File: src/rtl/ept_pkg.sv
// Shared types for the edge-pulse encoder.
// Assumes: a single clock domain after the input synchronizer.
package ept_pkg;

    // Reason a pulse is issued in a given cycle; the order is the priority.
    typedef enum logic [1:0] {
        EV_NONE    = 2'd0,
        EV_START   = 2'd1,
        EV_EDGE    = 2'd2,
        EV_REFRESH = 2'd3
    } ept_event_e;

endpackage

File: src/rtl/ept_sync.sv
// Multi-stage synchronizer for one asynchronous bit.
// Assumes: STAGES >= 2; the reset value is 0.
module ept_sync #(
    parameter int STAGES = 2
) (
    input  logic clk_i,
    input  logic rst_ni,
    input  logic d_i,
    output logic q_o
);
    logic [STAGES-1:0] chain_q;

    // Shift the input through the stage chain.
    always_ff @(posedge clk_i) begin
        if (!rst_ni) chain_q <= '0;
        else         chain_q <= {chain_q[STAGES-2:0], d_i};
    end

    assign q_o = chain_q[STAGES-1];
endmodule

File: src/rtl/ept_idle_timer.sv
// Idle interval counter. It counts enabled cycles since the last restart and
// flags due_o on the last cycle of the interval.
// Assumes: IDLE_CYCLES >= 4; restart_i is high in any cycle where a pulse is issued.
module ept_idle_timer #(
    parameter int IDLE_CYCLES = 100
) (
    input  logic clk_i,
    input  logic rst_ni,
    input  logic run_i,
    input  logic restart_i,
    output logic due_o
);
    localparam int CNT_W = (IDLE_CYCLES > 2) ? $clog2(IDLE_CYCLES) : 1;
    localparam logic [CNT_W-1:0] LAST = CNT_W'(IDLE_CYCLES - 1);

    logic [CNT_W-1:0] cnt_q;

    // Clear on restart or power loss, otherwise count up.
    always_ff @(posedge clk_i) begin
        if (!rst_ni || !run_i || restart_i) cnt_q <= '0;
        else                                cnt_q <= cnt_q + 1'b1;
    end

    assign due_o = run_i && (cnt_q == LAST);

    // the counter never runs past the end of the interval.
    p_cnt_bound_r4: assert property (@(posedge clk_i) disable iff (!rst_ni)
        cnt_q <= LAST);

    // a restart always brings the count back to zero.
    p_restart_clears_r5: assert property (@(posedge clk_i) disable iff (!rst_ni)
        restart_i |=> (cnt_q == '0));
endmodule

File: src/rtl/ept_pulse_gen.sv
// Chooses the pulse cause in each cycle (start-up, edge, refresh) and
// registers one set or clear pulse that carries the present level.
// Assumes: level_i is already synchronized; refresh_i comes from a register.
module ept_pulse_gen
    import ept_pkg::*;
(
    input  logic clk_i,
    input  logic rst_ni,
    input  logic pg_i,
    input  logic level_i,
    input  logic refresh_i,
    output logic fire_o,
    output logic set_o,
    output logic clr_o
);
    logic       lvl_q;
    logic       pg_q;
    ept_event_e ev;

    // Remember the last level and power state to detect changes.
    always_ff @(posedge clk_i) begin
        if (!rst_ni) begin
            lvl_q <= 1'b0;
            pg_q  <= 1'b0;
        end else begin
            lvl_q <= level_i;
            pg_q  <= pg_i;
        end
    end

    // Pick the pulse cause by priority; nothing fires while power is down.
    always_comb begin
        ev = EV_NONE;
        if (pg_i) begin
            if (!pg_q)                 ev = EV_START;
            else if (level_i != lvl_q) ev = EV_EDGE;
            else if (refresh_i)        ev = EV_REFRESH;
        end
    end

    assign fire_o = (ev != EV_NONE);

    // Register the pulse on the line that matches the level.
    always_ff @(posedge clk_i) begin
        if (!rst_ni) begin
            set_o <= 1'b0;
            clr_o <= 1'b0;
        end else begin
            set_o <= fire_o &&  level_i;
            clr_o <= fire_o && !level_i;
        end
    end

    // the two pulse lines are mutually exclusive.
    p_excl_r3: assert property (@(posedge clk_i) disable iff (!rst_ni)
        !(set_o && clr_o));

    // set pulses are one cycle wide.
    p_set_width_r3: assert property (@(posedge clk_i) disable iff (!rst_ni)
        set_o |=> !set_o);

    // clear pulses are one cycle wide.
    p_clr_width_r3: assert property (@(posedge clk_i) disable iff (!rst_ni)
        clr_o |=> !clr_o);

    // no output while power-good is low.
    p_quiet_r6: assert property (@(posedge clk_i) disable iff (!rst_ni)
        !pg_i |=> !(set_o || clr_o));

    // a power-good rise produces a pulse in the next cycle.
    p_start_r7: assert property (@(posedge clk_i) disable iff (!rst_ni)
        $rose(pg_i) |=> (set_o || clr_o));

    // a change of level while powered always issues a pulse.
    p_edge_wins_r8: assert property (@(posedge clk_i) disable iff (!rst_ni)
        (pg_i && pg_q && level_i != lvl_q) |=> (set_o || clr_o));
endmodule

File: src/rtl/edge_pulse_tx.sv
// Edge-pulse encoder: synchronizes a logic input, sends one-cycle set/clear
// pulses on its edges, refreshes the level after an idle interval, and is
// gated by power-good.
// Assumes: IDLE_CYCLES >= 4; SYNC_STAGES >= 2.
module edge_pulse_tx #(
    parameter int IDLE_CYCLES = 100,
    parameter int SYNC_STAGES = 2
) (
    input  logic clk_i,
    input  logic rst_ni,
    input  logic pwr_good_i,
    input  logic data_i,
    output logic set_pulse_o,
    output logic clr_pulse_o
);
    logic level;
    logic due;
    logic fire;

    ept_sync #(.STAGES(SYNC_STAGES)) u_sync (
        .clk_i (clk_i),
        .rst_ni(rst_ni),
        .d_i   (data_i),
        .q_o   (level)
    );

    ept_idle_timer #(.IDLE_CYCLES(IDLE_CYCLES)) u_timer (
        .clk_i    (clk_i),
        .rst_ni   (rst_ni),
        .run_i    (pwr_good_i),
        .restart_i(fire),
        .due_o    (due)
    );

    ept_pulse_gen u_gen (
        .clk_i    (clk_i),
        .rst_ni   (rst_ni),
        .pg_i     (pwr_good_i),
        .level_i  (level),
        .refresh_i(due),
        .fire_o   (fire),
        .set_o    (set_pulse_o),
        .clr_o    (clr_pulse_o)
    );
endmodule

File: config.mk
export PLATFORM = sky130hd
export DESIGN_NAME = edge_pulse_tx
export DESIGN_NICKNAME = d
export VERILOG_FILES = /design/src/rtl/ept_pkg.sv /design/src/rtl/ept_sync.sv /design/src/rtl/ept_idle_timer.sv /design/src/rtl/ept_pulse_gen.sv /design/src/rtl/edge_pulse_tx.sv
export SDC_FILE = /design/constraint.sdc
export NUM_CORES = 1
export LEC_CHECK = 0
export BUFFER_PORTS_ARGS = -buffer_cell sky130_fd_sc_hd__buf_2
export CORE_AREA = 4 4 41 43
export CTS_CLUSTER_SIZE = 30
export DETAILED_ROUTE_END_ITERATION = 16
export DIE_AREA = 0 0 45 47
export PLACE_DENSITY = 0.67
export SYNTH_ARGS = -nofsm -noshare
export SYNTH_HDL_FRONTEND = slang
export SYNTH_SLANG_ARGS = --single-unit
File: constraint.sdc
create_clock -name clk_i -period 1.4 [get_ports clk_i]
set_clock_uncertainty 0.05 [all_clocks]
set_input_delay 0.14 -clock clk_i [delete_from_list [all_inputs] [get_ports clk_i]]
set_output_delay 0.14 -clock clk_i [all_outputs]
set_load 0.05 [all_outputs]
# --- Word level (Yosys, flattened, before mapping) ---
# Cells that the tools add are included.
classes:
  magnitude_cmp: 0
  mux: 4
  bitwise: 0
  n_reduce_logical: 9
  shift: 0
  div: 0
  eq_ne: 2
  add_sub_neg: 1
  n_mul: 0
ops:
  columns: ["cell", "count"]
  rows:
  - ["two-way mux 2 bit", 4]
  - ["adder 7 x 1 -> 7 bit, second input constant", 1]
  - ["== test 7 bit, second input constant", 1]
  - ["logical AND 1 bit", 3]
  - ["logical NOT 1 bit", 3]
  - ["logical OR 1 bit", 2]
  - ["nonzero test 2 bit", 1]
  - ["inequality test 1 bit", 1]
totals:
  reg_bits: 13
  n_memories: 0
  latch_bits: 0
  input_bits: 4
  mem_bits_rw: 0
  output_inout_bits: 2
  elab_cells: 22
  mem_bits_ro: 0

# --- Longest topological paths before layout ---
logic_depth:
  depth_word: 8
  ltp_mapped: 4
  depth_no_buf: 4

# --- Modules after synthesis ---
# From an unflattened synthesis, not the netlist that was laid out.
unflattened:
  cells_unflattened: 51
  hier_area_um2: 485.5
modules_own_cells:
  columns: ["mod", "seq_area_each_um2", "cells_each", "n_inst", "area_per_inst_um2"]
  rows:
  - ["ept_idle_timer", 140.1, 33, 1, 286.5]
  - ["ept_pulse_gen", 80.1, 14, 1, 146.4]
  - ["ept_sync", 40.0, 4, 1, 52.6]

# --- Least setup slack after synthesis ---
# OpenSTA, ideal clock, no wires.
synth_path:
  path_kind: "reg-to-reg"
  start: "register u_timer.cnt_q[3]"
  end: "register u_gen.set_o"
  period_less_slack_ns: 1.402
  stages_incl_launch_ff: 4
  setup_ns: 0.059
  setup_slack_ns: -0.002
  n_path_buf: 0
  t_arrival_ns: 1.293
  path_cell_list: "dfxtp_1 or4b_4 o211ai_4 and3_2"
synth_between:
  elab_chain_cells: 8
synth_rtl:
  columns: ["element", "line", "text"]
  rows:
  - ["start, declared", "ept_idle_timer.sv:16", "logic [CNT_W-1:0] cnt_q;"]
  - ["start signal, assigned", "ept_idle_timer.sv:21", "else cnt_q <= cnt_q + 1'b1;"]
  - ["== test 7 bit", "ept_idle_timer.sv:24", "assign due_o = run_i && (cnt_q == LAST);"]
  - ["logical AND 1 bit", "ept_idle_timer.sv:24", null]
  - ["two-way mux 2 bit", "ept_pulse_gen.sv:37", "else if (refresh_i) ev = EV_REFRESH;"]
  - ["two-way mux 2 bit", "ept_pulse_gen.sv:36", "else if (level_i != lvl_q) ev = EV_EDGE;"]
  - ["two-way mux 2 bit", "ept_pulse_gen.sv:35", "if (!pg_q) ev = EV_START;"]
  - ["two-way mux 2 bit", "ept_pulse_gen.sv:34", "if (pg_i) begin"]
  - ["nonzero test 2 bit", "ept_pulse_gen.sv:41", "assign fire_o = (ev != EV_NONE);"]
  - ["logical AND 1 bit", "ept_pulse_gen.sv:49", "set_o <= fire_o && level_i;"]
  - ["end signal, assigned", "ept_pulse_gen.sv:49", null]
  - ["end, declared", "ept_pulse_gen.sv:13", "output logic set_o,"]
# Every way passes these cells.
# A chain may end at the register's enable or synchronous reset.

# --- Worst setup path after layout ---
layout_path:
  start: "register u_timer.cnt_q[2]"
  end: "register u_gen.set_o"
# The elaborated chain is that of the path after synthesis.

==> summary.md <==
| Metric | Value |
|---|---|
| CP max stage delay | `approximately 0.56 ns` |
| PwrDens | `1060 nW/um^2` |
| Routed WL | `862 microns` |
| Peak supply drop | `about 0.48 mV` |
| Relative slew slack | `0.704` |
| Synth Area in Adders | `0.0262` |
| Syn Inst Count | `44` |
| Initial antenna violation count | `0` |
| Top delay family on crit path | `simple AND/OR/NAND/NOR gates` |
| CTS buffer count | `3` |
| Worst Hold Depth | `2` |
| CP Launch Type | `register` |
| Final setup viols | `3` |
| Comb power frac | `0.058` |
| Share of cells above drive strength 1 | `0.390` |
| Synth area leader | `dfxtp_1` |
| Synth Area in Compound Gates | `0.0969` |
| Max H-tree Level | `1` |
| Seq cells post-synth | `13` |
| Row Count | `13` |
| Worst R2R Start | `u_timer.cnt_q[2]$_SDFF_PP0_` |
| Gr ovfl total | `0` |
| CP endpoint kind | `register` |
| Reg2reg setup slack | `-0.02 ns` |
| # Max-Cap Violations | `0` |
| Crit-path slowest cell | `or4b_4` |
| Die height | `47 microns` |
| Design Power | `around 650 uW` |
| Post-place setup slack | `-0.0432 ns` |
| CP Max Fanout | `5` |
| Worst EP required | `1.57 ns` |
| Sequential power share | `0.591` |
| Nets | `65` |
| Worst hold path type | `in -> reg` |
| Average cell area after synthesis | `10.9 sq um` |
| Clock buffer depth | `2` |
| Vias in the first global route | `358` |
| Synth Flop Type | `dfxtp_1` |
| Synth async-reset ratio | `0` |
| Crit. Startpoint | `u_timer.cnt_q[2]$_SDFF_PP0_` |
| Routability cong. | `0.741` |
| Synthesis Warnings | `0` |
| Register area share after synthesis | `0.545` |
| Slew Limit Fails | `0` |
| Initial cell density of the core | `0.367` |
| Initial DRT Pass Iterations | `2` |
| Post-synthesis cell type count | `16` |
| Pleak | `0.232 nW` |
| Post-synth EDFFs | `0` |
| Worst min-delay path endpoint | `u_sync.chain_q[0]$_SDFF_PN0_` |
| Initial drt markers | `5` |
| Sw Share | `0.223` |
| Syn-to-layout area delta | `27.7%` |
| Area of the core | `approximately 1300 sq um` |
| Crit Path Class | `reg -> reg` |
| Area share of xor/xnor cells in the synthesized design | `0.0733` |
| Dpl hpwl | `572 microns` |
| Clock power frac | `0.350` |
| Commonest cells after routing, fill and taps aside | `dfxtp_1 (10), nor3_1 (5), buf_2 (5), buf_4 (5)` |
| Clk_lat worst skew | `~0.27 ns` |
| Reg2Reg Depth | `3` |
| Share of cell area taken by muxes after synthesis | `0` |
| Ant. Diodes | `0` |
| Synthesized Nets | `49` |
| Residual DRC count | `0` |
| Post-DRT Antenna Nets | `0` |
| Hold Vio Cnt, Final | `0` |
| Mapped cell area | `about 480 sq um` |
| Via count | `370` |
| Die W | `~45 microns` |
| Tmin final | `1.42 ns` |
| Worst r2r dst | `u_gen.set_o$_SDFF_PN0_` |
| Area occupied by multi-input gates | `231 sq um` |
| Outcome | `finished with violations` |
| Worst-Margin Slew | `0.441 ns` |
| Share of the synthesized area in the top cell type | `0.545` |
| Critical Path AT | `1.59 ns` |
| Critical path, cell by cell | `or4b_4 -> o211ai_4 -> and3_4` |
| Synth Area in Simple Gates | `0.243` |
| I/O Buffers | `5` |
| Most common cell after layout, fill and taps aside | `dfxtp_1` |
| Total track usage | `0.104` |
| Int Pwr | `502 uW` |
| Largest net degree at the start of global routing | `10` |
| Hold buffers post-CTS | `0` |
| Largest family of logic cells by synthesized area | `simple AND/OR/NAND/NOR gates` |
| Fillers | `137` |
| Clk pin slew, worst setup/hold paths | `0.07 ns` |
| CP Buf/Inv Count | `0` |
| Clock Sinks | `13` |
| NetSw | `144 uW` |
| Leading post-synthesis cells by cell area | `dfxtp_1 (54%), nor3_1 (5.2%), o211ai_4 (4.5%), and2_1 (3.9%), xnor2_1 (3.7%)` |
| CTS tree | `yes` |
| Violated checks | `setup timing` |
| Tcrit/Tclk final | `1.01` |
| PnR worst setup slack | `-0.0177 ns` |
| RSZ-0062 raised after global routing | `yes` |
| Hold Crit Start | `data_i` |
| Root buf cell | `clkbuf_4` |
| WL per Instance | `11.6 microns` |
| First-pass GRT wire length | `1.51 mm` |
| Register area | `264 sq um` |
| Die area | `2120 sq um` |
| Placed instance area | `561 sq um` |
| Fmax | `705 MHz` |
| Ports | `6` |
| Post-route cell area | `611 sq um` |
| Vias per cell | `5.00` |
power groups by stage:
stage / combinational, mW / clock [mW] / sequential [mW]
global route: 0.0415 / 0.248 / 0.383
finish: 0.0377 / 0.226 / 0.382
CTS: 0.0374 / 0.239 / 0.382
global placement: 0.0349 / 0 / 0.390
floorplan: 0.0163 / 0 / 0.397
detailed placement: 0.0353 / 0 / 0.390
cell families (layout without fill, tap and decap cells):
| group | count (synthesis) | count (layout) |
|---|---|---|
| compound gates | 5 | 6 |
| xor+xnor | 4 | 4 |
| fa+ha+maj | 1 | 1 |
| buf+inv | 2 | 16 |
| flops | 13 | 13 |
| simple gates | 19 | 19 |
synthesized netlist by cell type (all sizes together), types with 2 or more instances:
library cell	instances
and2	3
o21ai	2
nand2	3
xnor2	2
xor2	2
nand3	3
nor3	5
dfxtp	13
or3	2
inv	2
a211oi	2
flip-flops by register name (all words and copies together), names as in the netlist:
name / flops
u_gen.lvl_q: 1
u_gen.pg_q: 1
u_gen.set_o: 1
u_gen.clr_o: 1
u_sync.chain_q: 2
u_timer.cnt_q: 7
cell type report:
| class | instances | share of cell area |
|---|---|---|
| tap | 15 | 0.0307 |
| clock buffer | 4 | 0.0430 |
| multi-input combinational | 30 | 0.379 |
| inverter | 2 | 0.0123 |
| sequential | 13 | 0.432 |
| timing repair buffer | 10 | 0.102 |
repair_timing:
action,CTS,global route
buffers inserted,0,0
gates resized for setup,1,4
endpoints found under the setup margin,5,9
pin swaps,2,1
gates cloned,1,0
how the worst max path moves through the flow:
stage               slack [ns]                      to  cells past startpoint
floorplan                0.004  u_gen.set_o$_SDFF_PN0_                      3
global route             -0.06  u_gen.clr_o$_SDFF_PN0_                      3
finish                   -0.02  u_gen.set_o$_SDFF_PN0_                      3
global placement         -0.04  u_gen.clr_o$_SDFF_PN0_                      3
CTS                      -0.02  u_gen.set_o$_SDFF_PN0_                      3
detailed placement       -0.04  u_gen.clr_o$_SDFF_PN0_                      3
routing by layer:
metal / part of all wire / vias to the layer above / global-route usage / routed length [microns]
li1: - / 188 / - / -
met1: 0.44 / 169 / 0.129 / 380
met2: 0.48 / 8 / 0.155 / 410
met3: 0.044 / 5 / 0.0230 / 38
met4: 0.038 / 0 / 0.0877 / 33
met5: 0 / - / 0 / 0
per-stage QoR:
| stage | setup TNS, ns | util | hold slack, ns | std cells |
|---|---|---|---|---|
| floorplan | 0 | - | 0.212 | 44 |
| detailed placement | -0.0929 | 0.431 | 0.314 | 69 |
| finish | -0.0435 | 0.469 | 0.0253 | 74 |
| global route | -0.326 | 0.469 | 0.0362 | 74 |
| global placement | -0.0691 | 0.431 | 0.303 | 69 |
| CTS | -0.0448 | 0.463 | 0.0233 | 74 |
(Power assumes the default switching activity.)
